`src/rtl/ctx_pkg.sv`:
```
package ctx_pkg;

  typedef enum logic [1:0] {
    MODE_FW  = 2'd0,
    MODE_APP = 2'd1,
    MODE_SYS = 2'd2
  } ctxMode_t;

  // Events the datapath decodes from the bus for the control FSM.
  typedef struct packed {
    logic fetchOutside;
    logic sysWrite;
    logic retSeen;
  } busEvt_t;

  // Permissions the control FSM grants to the datapath.
  typedef struct packed {
    logic romExecOk;
    logic udiOk;
  } ctxStrobe_t;

endpackage

```
`src/rtl/ctx_datapath.sv`:
```
module ctx_datapath
  import ctx_pkg::*;
#(
  parameter int                  ADDR_W      = 32,
  parameter int                  APT_W       = 8,
  parameter int                  ROM_BYTES   = 8192,
  parameter logic [ADDR_W-1:0]   FWRAM_BASE  = 32'hD000_0000,
  parameter int                  FWRAM_BYTES = 4096,
  parameter int                  FWRAM_FLOOR = 256,
  parameter logic [APT_W-1:0]    SYS_APT     = 8'hE1,
  parameter logic [ADDR_W-1:0]   UDI_BASE    = 32'hFF00_0008,
  parameter int                  UDI_WORDS   = 2
) (
  input  logic              clk,
  input  logic              rstN,
  input  logic              busValid,
  input  logic [ADDR_W-1:0] busAddr,
  input  logic              busWrite,
  input  logic              busInstr,
  input  logic              irqReturn,
  input  ctxStrobe_t        strobe,
  output busEvt_t           evt,
  output logic              syscallIrq,
  output logic              udiReadEn,
  output logic              busGrant,
  output logic              trapFlag
);

  localparam int               OFS_W     = ADDR_W - APT_W;
  localparam logic [OFS_W-1:0] ROM_LIMIT = OFS_W'(ROM_BYTES);
  localparam logic [OFS_W-1:0] FW_LIMIT  = OFS_W'(FWRAM_BYTES);
  localparam logic [OFS_W-1:0] FW_FLOOR  = OFS_W'(FWRAM_FLOOR);
  localparam logic [APT_W-1:0] FW_APT    = FWRAM_BASE[ADDR_W-1 -: APT_W];
  localparam logic [ADDR_W-1:0] UDI_LO   = UDI_BASE;
  localparam logic [ADDR_W-1:0] UDI_HI   = UDI_BASE + ADDR_W'(UDI_WORDS * 4);

  logic [APT_W-1:0] aptSel;
  logic [OFS_W-1:0] offs;
  logic romApt, romHit, fwApt, sysHit, udiHit;
  logic rangeErr, stackErr, execErr, violation;
  logic irqQ, trapQ;

  assign aptSel = busAddr[ADDR_W-1 -: APT_W];
  assign offs   = busAddr[OFS_W-1:0];

  // Region decode
  assign romApt = (aptSel == '0);
  assign romHit = romApt && (offs < ROM_LIMIT);
  assign fwApt  = (aptSel == FW_APT);
  assign sysHit = (aptSel == SYS_APT);
  assign udiHit = (busAddr >= UDI_LO) && (busAddr < UDI_HI);

  // Access checks
  assign rangeErr  = (romApt && !romHit) || (fwApt && (offs >= FW_LIMIT));
  assign stackErr  = fwApt && (offs < FW_FLOOR);
  assign execErr   = busInstr && romHit && !strobe.romExecOk;
  assign violation = busValid && (rangeErr || stackErr || execErr);

  assign busGrant  = busValid && !violation;
  assign udiReadEn = busValid && !busWrite && !busInstr && udiHit && strobe.udiOk;

  assign evt.fetchOutside = busValid && busInstr && !romHit;
  assign evt.sysWrite     = busValid && busWrite && sysHit;
  assign evt.retSeen      = irqReturn;

  always_ff @(posedge clk) begin
    if (!rstN) begin
      irqQ  <= 1'b0;
      trapQ <= 1'b0;
    end else begin
      irqQ  <= evt.sysWrite;
      trapQ <= trapQ || violation;
    end
  end

  assign syscallIrq = irqQ;
  assign trapFlag   = trapQ;

endmodule

```
`src/rtl/ctx_control.sv`:
```
module ctx_control
  import ctx_pkg::*;
(
  input  logic       clk,
  input  logic       rstN,
  input  busEvt_t    evt,
  output ctxMode_t   mode,
  output ctxStrobe_t strobe
);

  ctxMode_t modeQ, modeD;

  always_comb begin
    modeD = modeQ;
    unique case (modeQ)
      MODE_FW:  if (evt.fetchOutside) modeD = MODE_APP;
      MODE_APP: if (evt.sysWrite)     modeD = MODE_SYS;
      MODE_SYS: if (evt.retSeen)      modeD = MODE_APP;
      default:  modeD = MODE_APP;
    endcase
  end

  always_ff @(posedge clk) begin
    if (!rstN) modeQ <= MODE_FW;
    else       modeQ <= modeD;
  end

  assign mode             = modeQ;
  assign strobe.romExecOk = (modeQ == MODE_FW) || (modeQ == MODE_SYS);
  assign strobe.udiOk     = (modeQ != MODE_APP);

endmodule

```
`src/rtl/exec_ctx_monitor.sv`:
```
module exec_ctx_monitor
  import ctx_pkg::*;
#(
  parameter int                ADDR_W      = 32,
  parameter int                APT_W       = 8,
  parameter int                ROM_BYTES   = 8192,
  parameter logic [ADDR_W-1:0] FWRAM_BASE  = 32'hD000_0000,
  parameter int                FWRAM_BYTES = 4096,
  parameter int                FWRAM_FLOOR = 256,
  parameter logic [APT_W-1:0]  SYS_APT     = 8'hE1,
  parameter logic [ADDR_W-1:0] UDI_BASE    = 32'hFF00_0008,
  parameter int                UDI_WORDS   = 2
) (
  input  logic              clk,
  input  logic              rstN,
  input  logic              busValid,
  input  logic [ADDR_W-1:0] busAddr,
  input  logic              busWrite,
  input  logic              busInstr,
  input  logic              irqReturn,
  output logic [1:0]        mode,
  output logic              syscallIrq,
  output logic              udiReadEn,
  output logic              busGrant,
  output logic              trapFlag
);

  busEvt_t    evt;
  ctxStrobe_t strobe;
  ctxMode_t   modeQ;

  ctx_datapath #(
    .ADDR_W(ADDR_W), .APT_W(APT_W), .ROM_BYTES(ROM_BYTES),
    .FWRAM_BASE(FWRAM_BASE), .FWRAM_BYTES(FWRAM_BYTES),
    .FWRAM_FLOOR(FWRAM_FLOOR), .SYS_APT(SYS_APT),
    .UDI_BASE(UDI_BASE), .UDI_WORDS(UDI_WORDS)
  ) i_datapath (
    .clk(clk), .rstN(rstN), .busValid(busValid), .busAddr(busAddr),
    .busWrite(busWrite), .busInstr(busInstr), .irqReturn(irqReturn),
    .strobe(strobe), .evt(evt), .syscallIrq(syscallIrq),
    .udiReadEn(udiReadEn), .busGrant(busGrant), .trapFlag(trapFlag)
  );

  ctx_control i_control (
    .clk(clk), .rstN(rstN), .evt(evt), .mode(modeQ), .strobe(strobe)
  );

  assign mode = modeQ;

endmodule

```
`config.mk`:
```
export PLATFORM = sky130hd
export DESIGN_NAME = exec_ctx_monitor
export DESIGN_NICKNAME = d
export VERILOG_FILES = /design/src/rtl/ctx_pkg.sv /design/src/rtl/ctx_datapath.sv /design/src/rtl/ctx_control.sv /design/src/rtl/exec_ctx_monitor.sv
export SDC_FILE = /design/constraint.sdc
export NUM_CORES = 1
export LEC_CHECK = 0
export BUFFER_PORTS_ARGS = -buffer_cell sky130_fd_sc_hd__buf_2
export CAP_MARGIN = 15
export CORE_AREA = 2 2 39 41
export DETAILED_ROUTE_END_ITERATION = 8
export DIE_AREA = 0 0 41 43
export GPL_TIMING_DRIVEN = 1
export HOLD_SLACK_MARGIN = 0.05
export PLACE_DENSITY = 0.74
export SYNTH_ARGS = -nofsm -noshare
export SYNTH_HDL_FRONTEND = slang
export SYNTH_SLANG_ARGS = --single-unit
```
`constraint.sdc`:
```
create_clock -name clk -period 1.8 [get_ports clk]
set_clock_uncertainty 0.15 [all_clocks]
set_input_delay 0.09 -clock clk [delete_from_list [all_inputs] [get_ports clk]]
set_output_delay 0.09 -clock clk [all_outputs]
set_load 0.005 [all_outputs]
```
=== After elaboration in Yosys (flattened, before gate mapping) ===
Index checks and enable logic that the tools add are counted.
Widths: inputs -> output; s select.

* Magnitude comparators: 5
* Eq/ne operators: 8
* Muxes and demuxes: 4
* Reduce and logical (&&, ||, !) cells: 30

{| class="wikitable"
|+ Operators with widths
! kind !! count
|-
| $ge 32x32->1 const B || 1
|-
| $lt 32x32->1 const B || 1
|-
| $ge 24x13->1 const B || 1
|-
| $lt 24x14->1 const B || 1
|-
| $lt 24x9->1 const B || 1
|-
| $logic_and 1x1->1 || 17
|-
| $eq 8x8->1 const B || 2
|-
| $logic_not 8->1 || 1
|-
| $mux 2 || 3
|-
| $ne 2x2->1 const B || 3
|-
| $pmux 2 s3 || 1
|-
| $logic_not 1->1 || 5
|-
| $logic_or 1x1->1 || 5
|-
| $reduce_and 3->1 || 1
|-
| $eq 2x1->1 const B || 1
|-
| $eq 2x2->1 const B || 1
|-
| $logic_not 2->1 || 1
|-
| $ne 2x1->1 const B || 1
|}

* Word-level logic and storage cells: 50
* Output and inout port bits: 6
* Input port bits: 38
* Flip-flop bits (word level): 4

=== Depth between registers and ports, before layout ===
* Word-level depth: 10
* Gate-level depth with buffers: 4
* Gate-level depth less buffers: 4

=== Hierarchy ===
A second synthesis with hierarchy kept.

* Cells, all modules: 45
* Area, all modules: 375.4 µm²

{| class="wikitable"
|+ By module, submodules not included
! module !! area an instance (µm²) !! instances !! seq. area each (µm²) !! cells an instance
|-
| ctx_datapath || 267.8 || 1 || 40.0 || 34
|-
| ctx_control || 107.6 || 1 || 40.0 || 11
|}

=== Least setup slack after synthesis ===
Ideal clock, no wire load.

* Path type: input-to-reg
* Start: in busAddr[11]
* End: reg i_datapath.trapQ, in the netlist i_datapath.trapFlag
* Stages on the path: 4
* Library setup time: 0.058 ns
* Path slack: 0.399 ns
* Required time: 1.592 ns
* Data arrival time: 1.192 ns
* Path buffers: 0
* Path through: or4_4 -> a211oi_2 -> o2111a_1 -> o221a_2

* Longest elaborated chain between the ends: 9
* Elaborated cells on any way between the ends: 15
* Classes of those cells: order compare (3); reduce/logical (12)

{| class="wikitable"
|+ Ends and longest elaborated chain
! item !! line !! RTL
|-
| start: declaration || exec_ctx_monitor.sv:17 || <nowiki>input logic [ADDR_W-1:0] busAddr,</nowiki>
|-
| $lt 24x14->1 || ctx_datapath.sv:48 || <nowiki>assign romHit = romApt && (offs < ROM_LIMIT);</nowiki>
|-
| $logic_and 1x1->1 || ctx_datapath.sv:48 ||
|-
| $logic_not 1->1 || ctx_datapath.sv:54 || <nowiki>assign rangeErr = (romApt && !romHit) || (fwApt && (offs >= FW_LIMIT));</nowiki>
|-
| $logic_and 1x1->1 || ctx_datapath.sv:54 ||
|-
| $logic_or 1x1->1 || ctx_datapath.sv:54 ||
|-
| $logic_or 1x1->1 || ctx_datapath.sv:57 || <nowiki>assign violation = busValid && (rangeErr || stackErr || execErr);</nowiki>
|-
| $logic_or 1x1->1 * || ctx_datapath.sv:57 ||
|-
| $logic_and 1x1->1 * || ctx_datapath.sv:57 ||
|-
| $logic_or 1x1->1 * || ctx_datapath.sv:72 || <nowiki>trapQ <= trapQ || violation;</nowiki>
|-
| end signal: assignment || ctx_datapath.sv:72 ||
|-
| end: declaration || ctx_datapath.sv:41 || <nowiki>logic irqQ, trapQ;</nowiki>
|}

Mark *: on every way between the ends. The rest lies on a longest branch, timed or not.
A chain may end at the register's enable or synchronous reset.

=== Final worst setup path ===
* Start: reg i_control.modeQ[1], in the netlist i_control.mode[1]
* End: reg i_control.modeQ[1], in the netlist i_control.mode[1]

* Longest elaborated chain between the ends: 3
* Elaborated cells on any way between the ends: 8
* Classes of those cells: eq/ne (5); mux (1); reduce/logical (2)

{| class="wikitable"
|+ Ends and longest elaborated chain
! item !! line !! RTL
|-
| start: declaration || ctx_control.sv:11 || <nowiki>ctxMode_t modeQ, modeD;</nowiki>
|-
| start signal: assignment || ctx_control.sv:25 || <nowiki>else modeQ <= modeD;</nowiki>
|-
| $eq 2x1->1, or another cell as far along || ctx_control.sv:15 || <nowiki>unique case (modeQ)</nowiki>
|-
| $ne 2x2->1 (no line) || n/a ||
|-
| $reduce_and 3->1 (no line) || n/a ||
|}

Several ways; a longest one is shown, not always the timed one.

==> impl_metrics.toml <==
[worst_setup_path]
worstPathCellList = "inv_1 > nand2_1 > nor3_1 > o21a_1 > dlygate4sd3_1"
path_class = "register to register"
end_kind = "register"
crit_arrival_ps = 1680
slowest_stage = "dlygate4sd3_1"
cp_slowest_stage_delay_ps = 530
path_buf_inv = 2
cp_max_fo = 3
cp_data_required_time_ps = 1820
critPathTopFamily = "buffers and inverters"
start_kind = "register"

[power_and_ir_drop]
switching_share = 0.247
p_switching_mw = 0.0680
internal_power_mw = 0.208
p_leak_nw = 0.307
p_per_area_nw_per_um2 = 439
p_comb_frac = 0.267
p_seq_frac = 0.337
ir_drop_uv = 300
clkPwrFrac = 0.396

[placed_design]
gp_congestion = 0.763
port_buffers = 40
dpl.cell_count = 103
pre_cts_slack_ps = 144
dp_hpwl_mm = 1.02

[sta]
max_slew.worst_pin.slew_ps = 272
drv_slew = 0
finalCritPeriodShare = 0.921
final.setup.worst_slack_ps = 142
finalSetupViolCount = 0
tns_ps = 0
min_period_ps = 1660
max_freq_ghz = 0.603
max-slew-margin-rel = 0.817
rsz0062_at_grt = "no"
finalHoldViolations = 0

[detailed_routing]
wl_per_cell_um = 11.0
drt_iter0_drc = 5
drc = 0
wirelength_mm = 1.21
first_pass_iters = 3
wl_met2_um = 614
vias_per_cell = 4.98
drt.antenna.violating_nets = 0
highest_layer = "met3"
via_count = 548
wl_met1_um = 485
met3_length_um = 110

[synth]
synth_seq_cells = 4
avgSynthCellArea_um2 = 7.34
syn-num-nets = 84
ys_warn_count = 0
syn_area_um2 = 338
netlist_instances = 46
ys_seq_area_frac = 0.237
synth_cell_types = 24

[layout]
layoutNonFillerInstCount = 110
mostFrequentLayoutCell = "buf_2"
antenna_cells = 0
drive_above_1_share = 0.500
utilization = 0.454
nets = 134
mostFrequentLayoutCells = "40 x buf_2, 5 x nor3_1, 5 x nand3_1"
areaGrowthSynthToFinish_pct = 85.9

[die]
dieHeight_um = 43
num_io_pins = 44
num_rows = 14
core-area_um2 = 1380
start_util = 0.244
die_w_um = 41
die_area_um2 = 1760

[cts]
cts_setup_buffers = 0
clkSinkCount = 4
cts_tree = "yes"
ctsResizeCount = 0
clkTransAtPathRegs_ps = 40
numCtsBuffers = 3
htree_levels = 1
clk_latency_ps = 230
cts_buffer_depth = 2
cts_root_buf = "clkbuf_4"

[global_routing]
grt_max_degree = 6
grt.total_usage = 0.145
grt_pass1_vias = 494
overflow = 0
grt_pass1_wl_mm = 1.80
antenna_found_initial = 0

[run_status]
status = "complete, no violations"

[job]
max_cap_viol_count = 0

[worst_hold_path]
min_path_type = "input port to register"
timing repair:
item / in CTS / in global routing
endpoints found under the setup margin: 0 / 0
endpoints found under the hold margin: 4 / 0
hold buffers: 4 / 0
logic make-up (layout without fill, tap and decap cells):
group	after synthesis	after routing	share of synthesized area
flip-flops	4	4	0.237
AO/OA/AOI/OAI	9	9	0.226
AND/OR/NAND/NOR	30	30	0.504
buffers and inverters	3	51	0.0333
per-stage QoR:
step                      area, um^2  hold WS [ps]  power [mW]
after floorplan                  338          57.8       0.112
after global placement           566           200       0.160
after detailed placement         566           201       0.162
after CTS                        628          59.5       0.279
after global routing             628          73.9       0.295
final                            628          65.5       0.276
flip-flops by register name, summed over array words and instances, names as in the netlist:
register / flops
i_control.mode: 2
i_datapath.syscallIrq: 1
i_datapath.trapFlag: 1
worst register-to-register path, cell delays in order, from the launching register on:
cell	delay, ps
dfxtp_1	320
inv_1	90
nand2_1	80
nor3_1	280
o21a_1	140
dlygate4sd3_1	530
layer usage:
layer | vias up | track usage
met4 | 0 | 0.0200
met1 | 239 | 0.154
met2 | 27 | 0.266
met5 | - | 0
li1 | 282 | -
met3 | 0 | 0.0471
final timing paths:
kind                            slack, ps                  end  cells past startpoint         startpoint
worst max register to register        140    i_control.mode[1]                      5  i_control.mode[1]
worst max-delay path                  140    i_control.mode[1]                      5  i_control.mode[1]
worst min register to register        420    i_control.mode[0]                      2  i_control.mode[1]
worst min-delay path                   70  i_datapath.trapFlag                      2           busValid
power by group through the flow:
stage          Clock [mW]  Sequential [mW]  Combinational (mW)
6_report            0.109           0.0929              0.0735
5_1_grt             0.121           0.0929              0.0811
4_1_cts             0.112           0.0929              0.0735
3_5_place_dp            0           0.0942              0.0682
3_3_place_gp            0           0.0941              0.0660
2_1_floorplan           0           0.0939              0.0178
cell type report:
| class | count | area (um^2) |
|---|---|---|
| fill | 151 | 756 |
| timing repair buffer | 45 | 248 |
| multi-input combinational | 39 | 246 |
| sequential | 4 | 80.1 |
| clock buffer | 3 | 22.5 |
| tap | 16 | 20.0 |
| inverter | 3 | 11.3 |
Yosys cell counts:
cell       n  area [um^2]
nand2_1    3         11.3
o221a_2    1         11.3
nand4b_1   1         8.76
o2111ai_1  1         8.76
a211oi_1   1         7.51
inv_1      3         11.3
nor2_1     4         15.0
nand4_1    2         12.5
a211oi_2   1         12.5
nor3_1     5         25.0
or3_1      1         6.26
o21a_1     1         7.51
nor4_1     4         25.0
or4_1      1         7.51
dfxtp_1    4         80.1
a21oi_1    1         5.00
and3_1     1         6.26
o21ai_0    1         5.00
nand3_1    5         25.0
o21bai_1   1         7.51
and2_1     1         6.26
nor4bb_1   1         10.0
or4_4      1         11.3
o2111a_1   1         11.3
(Power assumes the default switching activity.)
